--- src/rtl/rstseq_ctrl.sv ---
module rstseq_ctrl #(
  parameter int LOCK_CYCLES = 2000,
  parameter int MIN_PULSE   = 4,
  parameter int NUM_STACKS  = 4,
  parameter int ADDR_W      = 14,
  parameter int DATA_W      = 16,
  parameter int PC_W        = 14,
  parameter logic [ADDR_W-1:0] CTRL_ADDR = 14'h3FF3,
  parameter int CLKDIS_BIT  = 14
) (
  input  logic                  clk_in,
  input  logic                  por_n,
  input  logic                  rst_pin_n,
  input  logic                  mmap_mode,
  input  logic                  bus_req,
  input  logic                  boot_done,
  input  logic                  cfg_wr_en,
  input  logic [ADDR_W-1:0]     cfg_wr_addr,
  input  logic [DATA_W-1:0]     cfg_wr_data,
  output logic                  core_rst,
  output logic [NUM_STACKS-1:0] stk_clr,
  output logic                  irq_mask_all,
  output logic                  mode_stat_clr,
  output logic                  boot_active,
  output logic                  fetch_start,
  output logic [PC_W-1:0]       fetch_addr,
  output logic                  clk_out
);
  localparam int LOCK_W = $clog2(LOCK_CYCLES + 1);
  localparam int PW_W   = $clog2(MIN_PULSE + 1);
  localparam logic [LOCK_W-1:0] LOCK_LAST = LOCK_W'(LOCK_CYCLES - 1);
  localparam logic [PW_W-1:0]   PW_LAST   = PW_W'(MIN_PULSE - 1);

  typedef enum logic [2:0] {COLD_WAIT, IN_RESET, BUS_HOLD, BOOTING, RUN} seq_t;

  seq_t              state, nxt;
  logic [1:0]        pin_sync;
  logic [LOCK_W-1:0] lock_cnt;
  logic [PW_W-1:0]   low_cnt;
  logic              clkdis_q, clk_en_lo, fetch_q;
  logic              rst_seen, lock_done, warm_hit, in_rst;
  seq_t              after_rel;
  logic              cfg_data_unused;

  assign cfg_data_unused = ^cfg_wr_data;

  assign rst_seen  = ~pin_sync[1];
  assign lock_done = (lock_cnt == LOCK_LAST);
  assign warm_hit  = rst_seen && (low_cnt == PW_LAST) && (state != COLD_WAIT);
  assign after_rel = mmap_mode ? RUN : BOOTING;
  assign in_rst    = (state == COLD_WAIT) || (state == IN_RESET);

  always_ff @(posedge clk_in or negedge por_n)
    if (!por_n) pin_sync <= 2'b00;
    else        pin_sync <= {pin_sync[0], rst_pin_n};

  always_ff @(posedge clk_in or negedge por_n)
    if (!por_n)                              lock_cnt <= '0;
    else if (state == COLD_WAIT && !lock_done) lock_cnt <= lock_cnt + 1'b1;

  always_ff @(posedge clk_in or negedge por_n)
    if (!por_n)                         low_cnt <= '0;
    else if (!rst_seen)                 low_cnt <= '0;
    else if (low_cnt != PW_LAST)        low_cnt <= low_cnt + 1'b1;

  always_comb begin
    nxt = state;
    case (state)
      COLD_WAIT: if (lock_done) nxt = IN_RESET;
      IN_RESET:  if (!rst_seen) nxt = bus_req ? BUS_HOLD : after_rel;
      BUS_HOLD:  if (!bus_req)  nxt = after_rel;
      BOOTING:   if (boot_done) nxt = RUN;
      default:   nxt = state;
    endcase
    if (warm_hit) nxt = IN_RESET;
  end

  always_ff @(posedge clk_in or negedge por_n)
    if (!por_n) begin
      state   <= COLD_WAIT;
      fetch_q <= 1'b0;
    end else begin
      state   <= nxt;
      fetch_q <= (nxt == RUN) && (state != RUN);
    end

  always_ff @(posedge clk_in or negedge por_n)
    if (!por_n)      clkdis_q <= 1'b0;
    else if (in_rst) clkdis_q <= 1'b0;
    else if (cfg_wr_en && cfg_wr_addr == CTRL_ADDR)
                     clkdis_q <= cfg_wr_data[CLKDIS_BIT];

  always_ff @(negedge clk_in or negedge por_n)
    if (!por_n) clk_en_lo <= 1'b1;
    else        clk_en_lo <= ~clkdis_q;

  assign clk_out       = clk_in & clk_en_lo;
  assign core_rst      = (state != RUN);
  assign stk_clr       = {NUM_STACKS{in_rst}};
  assign irq_mask_all  = in_rst;
  assign mode_stat_clr = in_rst;
  assign boot_active   = (state == BOOTING);
  assign fetch_start   = fetch_q;
  assign fetch_addr    = '0;

  AST_LOCK_HOLD: assert property (@(posedge clk_in) disable iff (!por_n)
    (state == COLD_WAIT && !lock_done) |=> (state == COLD_WAIT));
  AST_SHORT_IGNORED: assert property (@(posedge clk_in) disable iff (!por_n)
    (state == RUN && low_cnt != PW_LAST) |=> (state == RUN));
  AST_STROBES_OFF: assert property (@(posedge clk_in) disable iff (!por_n)
    !core_rst |-> (!irq_mask_all && !mode_stat_clr));
  AST_NO_EARLY_BOOT: assert property (@(posedge clk_in) disable iff (!por_n)
    (state == IN_RESET && !rst_seen && (bus_req || mmap_mode)) |=> !boot_active);
  AST_HOLD_WAIT: assert property (@(posedge clk_in) disable iff (!por_n)
    (state == BUS_HOLD && bus_req && !rst_seen) |=> (state == BUS_HOLD));
  AST_FETCH_ONE: assert property (@(posedge clk_in) disable iff (!por_n)
    fetch_start |=> !fetch_start);
  AST_FETCH_RUN: assert property (@(posedge clk_in) disable iff (!por_n)
    fetch_start |-> !core_rst);
  AST_RESET_WINS: assert property (@(posedge clk_in) disable iff (!por_n)
    (boot_active && boot_done && warm_hit) |=> (core_rst && !fetch_start));
endmodule

--- config.mk ---
export PLATFORM = sky130hd
export DESIGN_NAME = rstseq_ctrl
export DESIGN_NICKNAME = d
export VERILOG_FILES = /design/src/rtl/rstseq_ctrl.sv
export SDC_FILE = /design/constraint.sdc
export NUM_CORES = 1
export LEC_CHECK = 0
export ABC_AREA = 1
export BUFFER_PORTS_ARGS = -buffer_cell sky130_fd_sc_hd__buf_2
export CORE_AREA = 5 5 81 83
export CTS_CLUSTER_SIZE = 8
export DETAILED_ROUTE_END_ITERATION = 10
export DIE_AREA = 0 0 86 88
export SETUP_SLACK_MARGIN = 0.05
export SLEW_MARGIN = 10
export SYNTH_ARGS = -nofsm -noshare
export SYNTH_HDL_FRONTEND = slang
export SYNTH_SLANG_ARGS = --single-unit
export TNS_END_PERCENT = 100
--- constraint.sdc ---
create_clock -name clk_in -period 1.75 [get_ports clk_in]
set_clock_uncertainty 0.1 [all_clocks]
set_input_delay 0.2625 -clock clk_in [delete_from_list [all_inputs] [get_ports clk_in]]
set_output_delay 0.2625 -clock clk_in [all_outputs]
set_load 0.02 [all_outputs]
# Word-level counts from Yosys, hierarchy flattened
# Index checks and enable logic that the tools add are counted.
totals:
  ramBits: 0
  ff_bits: 22
  latch_bits: 0
  word_cells: 44
  n_memories: 0
  input_bits: 37
  output_inout_bits: 24
  romBits: 0
op_classes:
  div: 0
  n_eq_ne: 9
  muxes: 12
  reduce_logical: 11
  shifts: 0
  bitwise: 3
  order_cmp: 0
  n_mul: 0
  add_sub_neg: 2
op_table:
  columns: ["operator", "count"]
  rows:
  - ["2-to-1 mux 3 bit", 9]
  - ["equality test 14 bit (second input constant)", 1]
  - ["case mux 3 bit (4 select lines)", 1]
  - ["adder 11 x 1 -> 11 bit (second input constant)", 1]
  - ["equality test 11 bit (second input constant)", 1]
  - ["equality test 3 x 2 -> 1 bit (second input constant)", 3]
  - ["logical AND 1 bit", 5]
  - ["nonzero test 2 bit", 2]
  - ["adder 3 x 1 -> 3 bit (second input constant)", 1]
  - ["equality test 3 x 1 -> 1 bit (second input constant)", 1]
  - ["equality test 3 bit (second input constant)", 1]
  - ["zero test 3 bit", 1]
  - ["!= test 3 x 2 -> 1 bit (second input constant)", 1]
  - ["!= test 3 bit (second input constant)", 1]
  - ["nonzero test 3 bit", 1]
  - ["2-to-1 mux 1 bit", 2]
  - ["NOT 1 bit", 2]
  - ["AND 1 bit", 1]
  - ["zero test 1 bit", 1]
  - ["logical OR 1 bit", 1]

# Longest topological paths before layout
depth:
  ltp_word: 7
  depth_mapped: 9

==> flow_results.xml <==
<?xml version="1.0" encoding="UTF-8"?>
<metrics>
  <group name="floorplan">
    <metric name="placementRows" unit="">28</metric>
    <metric name="ios" unit="">61</metric>
    <metric name="die_width" unit="microns">86</metric>
    <metric name="initial_core_util" unit="%">24.29</metric>
    <metric name="core_area" unit="sq mm">0.005781</metric>
    <metric name="die-area" unit="sq mm">0.007568</metric>
    <metric name="die_height" unit="microns">88</metric>
  </group>
  <group name="timing">
    <metric name="rsz_0062_raised_after_global_routing" unit="">yes</metric>
    <metric name="report.final.slew_viol_count" unit="">0</metric>
    <metric name="finalSetupViolCount" unit="">2</metric>
    <metric name="setup_ws" unit="ns">-0.6396</metric>
    <metric name="finalSetupTns" unit="ns">-0.6396</metric>
    <metric name="final_hold_viols" unit="">0</metric>
  </group>
  <group name="min_path">
    <metric name="hold_path_end" unit="">clkdis_q</metric>
    <metric name="min_path_cells" unit="">3</metric>
    <metric name="worst_hold_check_path_type" unit="">input port to register</metric>
    <metric name="hold_path_startpoint" unit="">cfg_wr_data[14]</metric>
  </group>
  <group name="yosys">
    <metric name="netlist_top_cells_area" unit="">sky130_fd_sc_hd__dfrtp_1 (37%), sky130_fd_sc_hd__nand2_1 (11%), sky130_fd_sc_hd__buf_4 (10%)</metric>
    <metric name="post_synthesis_sequential_area_ratio" unit="%">39.30</metric>
    <metric name="netlist_top_cells_count" unit="">sky130_fd_sc_hd__nand2_1 (42), sky130_fd_sc_hd__inv_1 (23), sky130_fd_sc_hd__dfrtp_1 (21), sky130_fd_sc_hd__buf_4 (19), sky130_fd_sc_hd__nor2_1 (16)</metric>
    <metric name="synth-edff-count" unit="">0</metric>
    <metric name="synth-compound-area-share" unit="%">6.595</metric>
    <metric name="synth-simple-area-share" unit="%">28.07</metric>
    <metric name="synth_xor_xnor_area_share" unit="%">4.991</metric>
    <metric name="syn_avg_cell_area" unit="sq um">7.799</metric>
    <metric name="post-synth-top-area-cell" unit="">sky130_fd_sc_hd__dfrtp_1</metric>
    <metric name="synth_largest_type_area_fraction" unit="%">37.43</metric>
    <metric name="ys_async_sr_fraction" unit="%">100.0</metric>
    <metric name="share_of_cell_area_taken_by_muxes_after_synthesis" unit="%">0</metric>
    <metric name="synthAdderAreaFrac" unit="%">2.674</metric>
    <metric name="postSynthCellCount" unit="">180</metric>
    <metric name="synth.lib_cells_used.distinct" unit="">26</metric>
    <metric name="number_of_warning_messages_in_the_yosys_log" unit="">0</metric>
    <metric name="postSynth.topFlopCell" unit="">sky130_fd_sc_hd__dfrtp_1</metric>
    <metric name="netlist_area_before_placement" unit="sq mm">0.001404</metric>
    <metric name="most_repeated_cell_in_the_gate_level_netlist_after_synthesis" unit="">sky130_fd_sc_hd__nand2_1</metric>
    <metric name="combinational_family_with_the_most_area_after_synthesis" unit="">simple AND/OR/NAND/NOR gates</metric>
    <metric name="ys_ff_latch" unit="">22</metric>
  </group>
  <group name="route">
    <metric name="drt-total-wl" unit="mm">2.802</metric>
    <metric name="drt-vias-per-instance" unit="">3.959</metric>
    <metric name="detailedRoute.firstPassIterationCount" unit="">4</metric>
    <metric name="routed-via-count" unit="">1156</metric>
    <metric name="routed_wire_length_per_instance" unit="microns">9.596</metric>
    <metric name="detail_route.iter0.violations" unit="">27</metric>
    <metric name="drc" unit="">0</metric>
    <metric name="detail-route-antenna-nets" unit="">0</metric>
  </group>
  <group name="setup_path">
    <metric name="cp_data_required_time" unit="ns">1.39</metric>
    <metric name="worstSetupEndpointType" unit="">output pin</metric>
    <metric name="worst_r2r_startpoint" unit="">lock_cnt[0]</metric>
    <metric name="critical_path.startpoint" unit="">clk_en_lo</metric>
    <metric name="max_stage_delay" unit="ns">0.51</metric>
    <metric name="r2r.worst_path.cells" unit="">8</metric>
    <metric name="critical_path_class" unit="">register to output pin</metric>
    <metric name="r2r_setup_slack" unit="ns">0.16</metric>
    <metric name="cp_cell_sequence" unit="">nand2_2 &gt; inv_2 &gt; buf_6</metric>
    <metric name="critical_path_arrival" unit="ns">2.03</metric>
    <metric name="maximum_fanout_along_the_worst_path" unit="">1</metric>
    <metric name="critPathSlowestCell" unit="">sky130_fd_sc_hd__dfstp_2</metric>
    <metric name="timing.rr.end" unit="">lock_cnt[10]</metric>
    <metric name="worstSetupStartpointType" unit="">register</metric>
  </group>
  <group name="cts">
    <metric name="clk-insertion-delay-late" unit="ns">0.37</metric>
    <metric name="clk_pin_slew" unit="ns">0.08</metric>
    <metric name="cts_tree" unit="">yes</metric>
  </group>
  <group name="placement">
    <metric name="placement.cell_area" unit="sq mm">0.001559</metric>
    <metric name="numPortBuffers" unit="">31</metric>
    <metric name="dp_hpwl" unit="mm">2.084</metric>
    <metric name="gpl.final_weighted_congestion" unit="">0.7385</metric>
  </group>
  <group name="cells_and_area">
    <metric name="synthToLayoutAreaGrowth" unit="%">24.06</metric>
    <metric name="final_nets" unit="">258</metric>
    <metric name="post-route-cell-area" unit="sq mm">0.001742</metric>
    <metric name="post_route_cells_drive_above_1_share" unit="%">29.95</metric>
    <metric name="number_of_antenna_cells_inserted" unit="">0</metric>
  </group>
  <group name="global_route">
    <metric name="first_global_vias" unit="">1128</metric>
    <metric name="grt_first_pass_wirelength" unit="mm">4.698</metric>
    <metric name="grt_start_max_net_pins" unit="">22</metric>
    <metric name="global_route_overflow" unit="">0</metric>
    <metric name="grt_util_met3" unit="%">4.704</metric>
    <metric name="grt_util_all_layers" unit="%">8.037</metric>
    <metric name="initial_antenna_violation_count" unit="">0</metric>
    <metric name="gr-usage-met2" unit="%">12.89</metric>
    <metric name="gr-usage-met1" unit="%">8.629</metric>
    <metric name="grt-busiest-layer" unit="">met2</metric>
  </group>
  <group name="job">
    <metric name="number_of_maximum_capacitance_violations" unit="">0</metric>
  </group>
  <group name="power_and_ir_drop">
    <metric name="cellPowerDensity" unit="mW/mm^2">1323</metric>
    <metric name="worst_ir_drop_vdd" unit="mV">0.4843</metric>
    <metric name="power.leakage" unit="uW">0.0008490</metric>
  </group>
  <group name="status">
    <metric name="failed_checks" unit="">setup timing</metric>
    <metric name="status" unit="">finished with violations</metric>
  </group>
</metrics>
-- power by group --
| part | internal (uW) | switching, uW | leakage [uW] |
|---|---|---|---|
| clock | 456 | 270 | 0.0000751 |
| combinational | 306 | 554 | 0.000493 |
| sequential | 614 | 103 | 0.000281 |
-- critical path, delay by kind of cell (launching register included) --
kind,cells,cell delay [ns]
DFF,1,0.51
buffers and inverters,2,0.14
and+or+nand+nor,1,0.04
-- logic make-up after synthesis --
family	count (synthesis)
DFF	22
buffers and inverters	45
xor gates and xnor gates	8
other	1
adders and majority gates	3
and+or+nand+nor	86
AOI/OAI and AO/OA	15
-- cell type report --
class                   count  area (sq um)
clock buffers               8         118.9
inverters                  23         88.84
multi-input cells         126         669.4
fillers                   618          4039
flip-flops and latches     22         553.0
repair buffers             36         210.2
clock inverters             2         7.507
well taps                  75         93.84
-- metal layers --
metal	up-vias	wire, microns
li1	603	-
met1	522	1218
met2	27	1321
met3	4	235
met4	0	27
met5	-	0
-- state kept, by name (all words and copies together) (netlist names) --
register and flops:
pin_sync 2, state 3, fetch_start 1, clk_en_lo 1, low_cnt 3, clkdis_q 1, lock_cnt 11
-- placed cells by master, fill, tap and decap left out, types with 2 or more instances in the layout --
cell type / instances
sky130_fd_sc_hd__inv_2: 3
sky130_fd_sc_hd__ha_2: 2
sky130_fd_sc_hd__xor2_1: 6
sky130_fd_sc_hd__nor2_1: 16
sky130_fd_sc_hd__inv_1: 21
sky130_fd_sc_hd__nand4_1: 3
sky130_fd_sc_hd__clkbuf_8: 6
sky130_fd_sc_hd__nand2_2: 4
sky130_fd_sc_hd__dfrtp_1: 20
sky130_fd_sc_hd__nand2_1: 41
sky130_fd_sc_hd__conb_1: 14
sky130_fd_sc_hd__xnor2_1: 2
sky130_fd_sc_hd__dlygate4sd3_1: 2
sky130_fd_sc_hd__nor2_4: 2
sky130_fd_sc_hd__nor3_1: 6
sky130_fd_sc_hd__o21ai_2: 4
sky130_fd_sc_hd__a21oi_1: 5
sky130_fd_sc_hd__o21ai_0: 2
sky130_fd_sc_hd__buf_6: 3
sky130_fd_sc_hd__nand3_1: 10
sky130_fd_sc_hd__buf_4: 3
sky130_fd_sc_hd__buf_2: 29
-- repair_timing --
action / in CTS / in global routing
gates cloned: 0 / 0
setup endpoints to repair: 2 / 14
resized for setup: 3 / 10
buffers inserted: 0 / 2
hold buffers: 2 / 0
hold endpoints to repair: 22 / 0
-- worst max path at each step --
stage | end | slack, ns | depth (start not counted)
after floorplan | clk_out | -0.12 | 2
after global placement | clk_out | -0.20 | 3
after detailed placement | clk_out | -0.21 | 3
after CTS | clk_out | -0.65 | 3
after global routing | clk_out | -0.69 | 3
final | clk_out | -0.64 | 3
-- through the flow --
| step | utilization (%) | total power, uW | worst slack [ns] | std cells | hold slack [ns] |
|---|---|---|---|---|---|
| CTS | 29.33 | 2277 | -0.6549 | 290 | 0.03758 |
| global placement | 26.97 | 1590 | -0.2043 | 281 | 0.1718 |
| finish | 30.13 | 2304 | -0.6396 | 292 | 0.05168 |
| global route | 30.13 | 2484 | -0.6908 | 292 | 0.1022 |
| floorplan | - | 1466 | -0.1174 | 193 | -0.1331 |
| detailed placement | 26.97 | 1602 | -0.2054 | 281 | 0.1760 |
Note: power is estimated with default switching activity, not from simulation.
